File: config.mk
export PLATFORM = sky130hd
export DESIGN_NAME = pc_link_seq
export DESIGN_NICKNAME = d
export VERILOG_FILES = /design/src/rtl/pc_seq_pkg.sv /design/src/rtl/pc_target_calc.sv /design/src/rtl/link_stack_ctrl.sv /design/src/rtl/pc_link_seq.sv
export SDC_FILE = /design/constraint.sdc
export NUM_CORES = 1
export LEC_CHECK = 0
export BUFFER_PORTS_ARGS = -buffer_cell sky130_fd_sc_hd__buf_2
export CAP_MARGIN = 20
export CORE_MARGIN = 5
export CORE_UTILIZATION = 33
export CTS_BUF_LIST = sky130_fd_sc_hd__clkbuf_4
export DETAILED_ROUTE_END_ITERATION = 10
export PLACE_DENSITY = 0.58
export SYNTH_ARGS = -nofsm -noshare
export SYNTH_HDL_FRONTEND = slang
export SYNTH_SLANG_ARGS = --single-unit
File: constraint.sdc
create_clock -name clk -period 3 [get_ports clk]
set_clock_uncertainty 0.1 [all_clocks]
set_input_delay 0.3 -clock clk [delete_from_list [all_inputs] [get_ports clk]]
set_output_delay 0.3 -clock clk [all_outputs]
set_load 0.005 [all_outputs]
File: src/rtl/pc_seq_pkg.sv
package pc_seq_pkg;

  typedef enum logic [3:0] {
    K_SEQ    = 4'd0,
    K_PGJMP  = 4'd1,
    K_PGCALL = 4'd2,
    K_LJMP   = 4'd3,
    K_RJMP   = 4'd4,
    K_BC     = 4'd5,
    K_BNC    = 4'd6,
    K_BZ     = 4'd7,
    K_BNZ    = 4'd8,
    K_IJMP   = 4'd9,
    K_RET    = 4'd10
  } jkind_e;

  typedef enum logic [2:0] {
    ST_IDLE    = 3'd0,
    ST_PUSH_LO = 3'd1,
    ST_PUSH_HI = 3'd2,
    ST_POP_HI  = 3'd3,
    ST_POP_LO  = 3'd4
  } stk_state_e;

endpackage

File: src/rtl/pc_target_calc.sv
module pc_target_calc
  import pc_seq_pkg::*;
#(
  parameter int PC_W   = 16,
  parameter int PAGE_W = 11,
  parameter int OFF_W  = 8,
  parameter int LEN_W  = 2
) (
  input  logic [3:0]        kind,
  input  logic [PC_W-1:0]   cur_pc,
  input  logic [LEN_W-1:0]  instr_len,
  input  logic [PAGE_W-1:0] page_addr,
  input  logic [PC_W-1:0]   abs_addr,
  input  logic [OFF_W-1:0]  rel_off,
  input  logic [OFF_W-1:0]  acc,
  input  logic [PC_W-1:0]   dptr,
  input  logic              carry,
  output logic [PC_W-1:0]   target,
  output logic [PC_W-1:0]   ret_addr
);

  localparam int EXT_W = PC_W - OFF_W;

  logic [PC_W-1:0] fall_pc;
  logic [PC_W-1:0] adv2_pc;
  logic [PC_W-1:0] rel_pc;
  logic [PC_W-1:0] page_pc;
  logic [PC_W-1:0] ind_pc;
  logic            acc_zero;

  always_comb begin
    fall_pc  = cur_pc + PC_W'(instr_len);
    adv2_pc  = cur_pc + PC_W'(2);
    rel_pc   = fall_pc + {{EXT_W{rel_off[OFF_W-1]}}, rel_off};
    page_pc  = {adv2_pc[PC_W-1:PAGE_W], page_addr};
    ind_pc   = dptr + PC_W'(acc);
    acc_zero = (acc == '0);
    ret_addr = adv2_pc;

    case (kind)
      K_PGJMP, K_PGCALL: target = page_pc;
      K_LJMP:            target = abs_addr;
      K_RJMP:            target = rel_pc;
      K_BC:              target = carry     ? rel_pc : fall_pc;
      K_BNC:             target = !carry    ? rel_pc : fall_pc;
      K_BZ:              target = acc_zero  ? rel_pc : fall_pc;
      K_BNZ:             target = !acc_zero ? rel_pc : fall_pc;
      K_IJMP:            target = ind_pc;
      default:           target = fall_pc;
    endcase
  end

endmodule

File: src/rtl/link_stack_ctrl.sv
module link_stack_ctrl
  import pc_seq_pkg::*;
#(
  parameter int              SP_W     = 8,
  parameter int              DATA_W   = 8,
  parameter logic [SP_W-1:0] SP_RESET = 8'h07
) (
  input  logic                clk,
  input  logic                rst_n,
  input  logic                start_call,
  input  logic                start_ret,
  input  logic [2*DATA_W-1:0] ret_addr,
  input  logic [DATA_W-1:0]   ram_rdata,
  output logic                busy,
  output logic                ram_we,
  output logic                ram_re,
  output logic [SP_W-1:0]     ram_addr,
  output logic [DATA_W-1:0]   ram_wdata,
  output logic [SP_W-1:0]     sp,
  output logic                push_done,
  output logic                pop_done,
  output logic [2*DATA_W-1:0] popped
);

  stk_state_e          state_q;
  logic [SP_W-1:0]     sp_q;
  logic [2*DATA_W-1:0] ret_q;
  logic [DATA_W-1:0]   hi_q;

  always_ff @(posedge clk or negedge rst_n) begin
    if (!rst_n) begin
      state_q <= ST_IDLE;
      sp_q    <= SP_RESET;
      ret_q   <= '0;
      hi_q    <= '0;
    end else begin
      case (state_q)
        ST_IDLE: begin
          if (start_call) begin
            ret_q   <= ret_addr;
            state_q <= ST_PUSH_LO;
          end else if (start_ret) begin
            state_q <= ST_POP_HI;
          end
        end
        ST_PUSH_LO: begin
          sp_q    <= sp_q + 1'b1;
          state_q <= ST_PUSH_HI;
        end
        ST_PUSH_HI: begin
          sp_q    <= sp_q + 1'b1;
          state_q <= ST_IDLE;
        end
        ST_POP_HI: begin
          hi_q    <= ram_rdata;
          sp_q    <= sp_q - 1'b1;
          state_q <= ST_POP_LO;
        end
        ST_POP_LO: begin
          sp_q    <= sp_q - 1'b1;
          state_q <= ST_IDLE;
        end
        default: state_q <= ST_IDLE;
      endcase
    end
  end

  always_comb begin
    busy      = (state_q != ST_IDLE);
    ram_we    = (state_q == ST_PUSH_LO) || (state_q == ST_PUSH_HI);
    ram_re    = (state_q == ST_POP_HI)  || (state_q == ST_POP_LO);
    ram_addr  = ram_we ? sp_q + 1'b1 : sp_q;
    ram_wdata = (state_q == ST_PUSH_LO) ? ret_q[DATA_W-1:0]
                                        : ret_q[2*DATA_W-1:DATA_W];
    push_done = (state_q == ST_PUSH_HI);
    pop_done  = (state_q == ST_POP_LO);
    popped    = {hi_q, ram_rdata};
    sp        = sp_q;
  end

endmodule

File: src/rtl/pc_link_seq.sv
module pc_link_seq
  import pc_seq_pkg::*;
#(
  parameter int              DATA_W   = 8,
  parameter int              PAGE_W   = 11,
  parameter int              SP_W     = 8,
  parameter int              LEN_W    = 2,
  parameter logic [SP_W-1:0] SP_RESET = 8'h07
) (
  input  logic              clk,
  input  logic              rst_n,
  input  logic              req_valid,
  output logic              req_ready,
  input  logic [3:0]        req_kind,
  input  logic [15:0]       cur_pc,
  input  logic [LEN_W-1:0]  instr_len,
  input  logic [PAGE_W-1:0] page_addr,
  input  logic [15:0]       abs_addr,
  input  logic [DATA_W-1:0] rel_off,
  input  logic [DATA_W-1:0] acc,
  input  logic [15:0]       dptr,
  input  logic              carry,
  output logic              npc_valid,
  output logic [15:0]       npc,
  output logic [SP_W-1:0]   stack_ptr,
  output logic              ram_we,
  output logic              ram_re,
  output logic [SP_W-1:0]   ram_addr,
  output logic [DATA_W-1:0] ram_wdata,
  input  logic [DATA_W-1:0] ram_rdata
);

  localparam int PC_W = 2 * DATA_W;

  logic            busy;
  logic            accept;
  logic            is_call;
  logic            is_ret;
  logic [PC_W-1:0] target;
  logic [PC_W-1:0] ret_addr;
  logic [PC_W-1:0] popped;
  logic            push_done;
  logic            pop_done;
  logic [PC_W-1:0] pend_q;
  logic [PC_W-1:0] npc_q;
  logic            npc_vld_q;

  assign req_ready = !busy;
  assign accept    = req_valid && !busy;
  assign is_call   = (req_kind == K_PGCALL);
  assign is_ret    = (req_kind == K_RET);

  pc_target_calc #(
    .PC_W(PC_W), .PAGE_W(PAGE_W), .OFF_W(DATA_W), .LEN_W(LEN_W)
  ) u_calc (
    .kind(req_kind), .cur_pc(cur_pc), .instr_len(instr_len),
    .page_addr(page_addr), .abs_addr(abs_addr), .rel_off(rel_off),
    .acc(acc), .dptr(dptr), .carry(carry),
    .target(target), .ret_addr(ret_addr)
  );

  link_stack_ctrl #(
    .SP_W(SP_W), .DATA_W(DATA_W), .SP_RESET(SP_RESET)
  ) u_stack (
    .clk(clk), .rst_n(rst_n),
    .start_call(accept && is_call), .start_ret(accept && is_ret),
    .ret_addr(ret_addr), .ram_rdata(ram_rdata),
    .busy(busy), .ram_we(ram_we), .ram_re(ram_re),
    .ram_addr(ram_addr), .ram_wdata(ram_wdata), .sp(stack_ptr),
    .push_done(push_done), .pop_done(pop_done), .popped(popped)
  );

  always_ff @(posedge clk or negedge rst_n) begin
    if (!rst_n) begin
      pend_q    <= '0;
      npc_q     <= '0;
      npc_vld_q <= 1'b0;
    end else begin
      npc_vld_q <= 1'b0;
      if (accept && is_call) begin
        pend_q <= target;
      end
      if (accept && !is_call && !is_ret) begin
        npc_q     <= target;
        npc_vld_q <= 1'b1;
      end else if (push_done) begin
        npc_q     <= pend_q;
        npc_vld_q <= 1'b1;
      end else if (pop_done) begin
        npc_q     <= popped;
        npc_vld_q <= 1'b1;
      end
    end
  end

  assign npc_valid = npc_vld_q;
  assign npc       = npc_q;

endmodule

== Yosys cells after proc, flatten, opt, wreduce, memory -nomap -nowiden ==
Index checks and enable logic that the tools add are counted.
Storage, ports and cells
  output and inout port bits: 44
  memory bits (read-only): 0
  bits in writable memories: 0
  register bits: 68
  memories kept: 0
  bits of input ports: 93
  bits in latches: 0
Operators by class
  reduce and logical (&&, ||, !) cells: 19
  add/sub/neg operators: 6
  equal/unequal tests: 15
  muxes and demuxes: 17
  order comparisons: 0
  divide/modulo/power cells: 0
  bitwise logic cells: 0
  $mul: 0
  shift-type cells: 0
Operators by type and width (count)
  16-bit one-hot mux with 8 select lines: 1
  16-bit two-way mux: 7
  16-bit adder: 1
  16-bit by 2-bit adder with 16-bit output: 1
  16-bit by 2-bit adder with 16-bit output (second input constant): 1
  16-bit by 8-bit adder with 16-bit output: 1
  4-bit by 3-bit equality test with 1-bit output (second input constant): 4
  8-bit two-way mux: 2
  8-bit one-hot mux with 2 select lines: 1
  4-bit equality test (second input constant): 3
  3-bit one-hot mux with 3 select lines: 1
  8-bit by 1-bit adder with 8-bit output (second input constant): 1
  4-bit by 2-bit equality test with 1-bit output (second input constant): 2
  8-bit zero test: 1
  8-bit by 1-bit subtractor with 8-bit output (second input constant): 1
  3-bit by 2-bit equality test with 1-bit output (second input constant): 2
  3-bit two-way mux: 2
  3-bit nonzero test: 2
  2-bit OR reduction: 3
  1-bit logical AND: 5
  4-bit by 1-bit equality test with 1-bit output (second input constant): 1
  3-bit by 1-bit equality test with 1-bit output (second input constant): 1
  3-bit equality test (second input constant): 1
  1-bit zero test: 3
  6 further kinds: 9

== Logic depth before layout (Yosys ltp) ==
  depth in word-level cells: 7
  depth in mapped cells: 15
  mapped depth without buffers: 15

== Hierarchy ==
A second synthesis with hierarchy kept.
Second synthesis, totals
  cells, all modules: 622
  area total of the unflattened synthesis: 5861.9 um2
Modules (own cells, without submodules)
  pc_target_calc: sequential area each 0.0 um2, area an instance 2318.5 um2, cells an instance 320, times used 1
  link_stack_ctrl: sequential area each 879.6 um2, area an instance 1845.5 um2, cells an instance 173, times used 1
  pc_link_seq: sequential area each 825.8 um2, area an instance 1697.9 um2, cells an instance 129, times used 1

== Least setup slack after synthesis ==
OpenSTA, ideal clock, no wires.
  path type: input port to flip-flop
  from: in cur_pc[0]
  to: reg npc_q[13], in the netlist npc[13]
  data required time: 2774 ps
  setup slack: -272 ps
  arrival: 3046 ps
  stages on the path: 15
  path buffers: 0
  path through: ha_1 -> fa_1 -> inv_1 -> nor3_1 -> nand2_1 -> xnor2_1 -> ha_1 -> a21o_1 -> a21oi_1 -> o21ai_0 -> a31oi_1 -> mux2i_1 -> and3_1 -> nand2_1 -> a311o_1
Between the ends
  cells in the longest elaborated chain, start to end: 5
RTL lines
  start: declaration: line pc_link_seq.sv:15  | input logic [15:0] cur_pc,
  16-bit by 2-bit adder with 16-bit output: line pc_target_calc.sv:32  | fall_pc = cur_pc + PC_W'(instr_len);
  16-bit adder: line pc_target_calc.sv:34  | rel_pc = fall_pc + {{EXT_W{rel_off[OFF_W-1]}}, rel_off};
  16-bit two-way mux, on equally long branches
  16-bit one-hot mux with 8 select lines *: line pc_target_calc.sv:40  | case (kind)
  16-bit two-way mux *: line pc_link_seq.sv:83  | if (accept && !is_call && !is_ret) begin
  end signal: assignment: line pc_link_seq.sv:84  | npc_q <= target;
  end signal: assignment: line pc_link_seq.sv:87  | npc_q <= pend_q;
  end signal: assignment: line pc_link_seq.sv:90  | npc_q <= popped;
  end: declaration: line pc_link_seq.sv:45  | logic [PC_W-1:0] npc_q;
Every way passes the cells marked *; elsewhere a longest branch is shown, timed or not.
A chain may end at the register's enable or synchronous reset.

== Final worst setup path ==
Ends and elaborated chain as after synthesis.

==> qor.yml <==
clkTransAtPathRegs_ns: 0.12
placed_area_um2: 7100
vias: 5668
multi_input_area_um2: 3710
r2r-start: "u_stack.state_q[2]"
yosys.area_share.simple: 0.209
core_um2: 16500
synth-seq-cells: 68
grt_pass1_wl_um: 29200
place_hpwl_um: 15000
grt_pass1_vias: 5571
drive_gt1_frac: 0.333
relSlewSlack: 0.557
fmax_ghz: 0.348
fin_tns_setup_ns: 0
cp.required_ns: 3.20
drt_iter0_drc: 333
synthFlopType: "dfrtp_1"
cp.arrival_ns: 3.07
place_congestion: 0.926
ys_types: 61
clock_latency_ns: 0.41
synth_fa_ha_area_frac: 0.0814
ir_drop_mv: 0.225
startpoint: "cur_pc[0]"
syn_inst: 663
synth-compound-area-share: 0.206
layout.nets: 1010
wire_per_inst_um: 16.3
synth_top_family_by_area: "simple AND/OR/NAND/NOR gates"
endpoint: "npc[13]"
cts_tree: "done"
fin_ws_ns: 0.128
power_density_nw_per_um2: 436
synth_area_per_cell_um2: 8.30
syn-cell-area_um2: 5500
nFillCells: 1678
avgViaCountPerCell: 5.11
grt_max_degree: 31
hold_class: "input pin to register"
critPathKind: "input pin to register"
startpoint_type: "input pin"
root_buffer: "clkbuf_4"
worstHoldStart: "ram_rdata[1]"
area_growth_syn_to_layout_pct: 34.3
fin_crit_sh: 0.957
slew_viol_final: 0
synth-xor-area-share: 0.103
hold_violations: 0
numCtsBuffers: 9
chipHeight_um: 139
cts.sinks: 68
synth.net_count: 790
reg2reg_depth: 5
fin_util: 0.449
synth_edf_count: 0
worst_slew_pin_slew_ns: 0.665
async_reset_ff_frac: 1.00
maxCapViolCount: 0
status: "finished clean"
htreeDepth: 3
cts_setup_buffers: 0
synth_mux_area_frac: 0.0534
rr_endpoint: "npc[9]"
setup_violations: 0
post-place-ws_ns: -0.419
antenna_found_initial: 3
leakagePower_nw: 3.49
yosysWarningCount: 0
grt_overflow_total: 0
wirelength_um: 18100
die_x_um: 139
start_util: 0.334
grt_use_total: 0.185
cts_max_path_buffers: 2
crit_fanout: 4
regArea_um2: 1710
die_area_um2: 19400
stdcell_area_um2: 7390
regToRegSetupSlack_ns: 0.66
ioPinCount: 137
seq_area_frac_synth: 0.310
port_buffers: 136
cp-end-kind: "register"
num_rows: 47
dr.pass1.iters: 5
period_needed_ns: 2.87
drc: 0
ant_nets: 0
-- final cells by class --
| cell class | instances | area share |
|---|---|---|
| inverters | 20 | 0.0102 |
| well taps | 220 | 0.0372 |
| diodes | 2 | 0.000677 |
| clock buffers | 9 | 0.00914 |
| repair buffers | 241 | 0.201 |
| clock inverters | 7 | 0.00914 |
| multi-input cells | 543 | 0.501 |
| flip-flops and latches | 68 | 0.231 |
-- synthesized netlist by cell type, types with 3 or more instances --
| library cell | count | area [um2] |
|---|---|---|
| a211oi_1 | 5 | 37.5 |
| o221ai_1 | 6 | 52.6 |
| a31oi_1 | 9 | 56.3 |
| o211ai_1 | 7 | 52.6 |
| a21oi_1 | 35 | 175 |
| a222oi_1 | 6 | 60.1 |
| nor3b_1 | 5 | 37.5 |
| nand4_1 | 6 | 37.5 |
| ha_1 | 31 | 388 |
| o21ai_0 | 53 | 265 |
| clkbuf_1 | 29 | 109 |
| or2_2 | 3 | 18.8 |
| nand3_1 | 16 | 80.1 |
| nor3_1 | 17 | 85.1 |
| o21a_1 | 7 | 52.6 |
| fa_1 | 3 | 60.1 |
| or3_1 | 5 | 31.3 |
| o21bai_1 | 3 | 22.5 |
| mux2_2 | 11 | 124 |
| a221o_1 | 5 | 50.1 |
| and3_1 | 6 | 37.5 |
| xnor2_1 | 42 | 368 |
| a221oi_1 | 6 | 52.6 |
| or4_4 | 3 | 33.8 |
| xor2_1 | 23 | 201 |
| nand2_1 | 104 | 390 |
| mux2i_1 | 17 | 170 |
| inv_1 | 19 | 71.3 |
| o22ai_1 | 4 | 25.0 |
| nand2b_1 | 7 | 43.8 |
| a21o_1 | 8 | 60.1 |
| dfstp_2 | 3 | 78.8 |
| dfrtp_1 | 65 | 1630 |
| nor2b_1 | 4 | 25.0 |
| o31ai_1 | 4 | 30.0 |
| nor2_1 | 52 | 195 |
| nor4_1 | 3 | 18.8 |
-- power breakdown --
group          leakage (nW)  total [mW]  internal (mW)  switching, mW
clock                0.0694       0.582          0.249          0.333
sequential            0.821        1.32           1.15          0.175
combinational          2.60        1.32          0.655          0.661
-- worst min-delay path by stage --
stage / end / slack, ns / depth (start not counted)
6_report: u_stack.hi_q[1] / 0.02 / 3
3_5_place_dp: u_stack.sp[7] / 0.28 / 1
5_1_grt: u_stack.hi_q[1] / 0.007 / 3
4_1_cts: u_stack.hi_q[1] / 0.004 / 3
3_3_place_gp: u_stack.sp[7] / 0.28 / 1
2_1_floorplan: npc[0] / -0.1 / 0
-- flip-flops by register name, indices dropped and copies added, names as in the netlist --
name             count
npc                 16
npc_valid            1
pend_q              16
u_stack.hi_q         8
u_stack.ret_q       16
u_stack.sp           8
u_stack.state_q      3
-- per-layer routing --
| layer | share of wire | track usage |
|---|---|---|
| met4 | 0.017 | 0.0479 |
| met5 | 0.00039 | 0 |
| met2 | 0.46 | 0.304 |
| met3 | 0.069 | 0.0314 |
| met1 | 0.45 | 0.254 |
-- through the flow --
step,power [mW],instances,hold slack [ns]
after floorplan,2.02,663,-0.0956
after global placement,2.63,1084,0.280
after detailed placement,2.64,1084,0.278
after CTS,3.24,1108,0.00438
after global routing,3.46,1110,0.00688
final,3.22,1110,0.0241
-- kinds of logic (layout without fill, tap and decap cells) --
logic type      count (synthesis)  after routing
simple gates                  244            244
mux                            28             28
flops                          68             68
compound gates                172            172
xor+xnor                       65             65
other cells                     0              2
fa+ha+maj                      34             34
buf+inv                        52            277
-- layout by cell type, fill, tap and decap left out, types with 18 or more instances in the layout --
| master | netlist | final |
|---|---|---|
| buf_2 | 2 | 136 |
| nand2_1 | 104 | 103 |
| buf_4 | 0 | 97 |
| dfrtp_1 | 65 | 65 |
| nor2_1 | 52 | 51 |
| o21ai_0 | 53 | 50 |
| xnor2_1 | 42 | 40 |
| a21oi_1 | 35 | 31 |
| ha_1 | 31 | 28 |
| xor2_1 | 23 | 23 |
| inv_1 | 19 | 18 |
-- what timing repair did --
item                       4_1_cts  5_1_grt
hold endpoints to repair        33        0
hold buffers                     8        0
setup endpoints to repair        0        8
resized for setup                0       16
-- critical path, stage by stage --
cell and delay (ns):
buf_2 0.12, ha_4 0.14, fa_2 0.25, inv_2 0.06, nor3_4 0.21, nand2_2 0.11
xnor2_2 0.16, ha_1 0.31, a21o_1 0.19, a21oi_2 0.15, o21ai_1 0.08, a31oi_2 0.20
mux2i_1 0.20, and3_1 0.21, nor3_2 0.04, a311o_1 0.33
No activity file was read; power rests on OpenSTA's default activity.
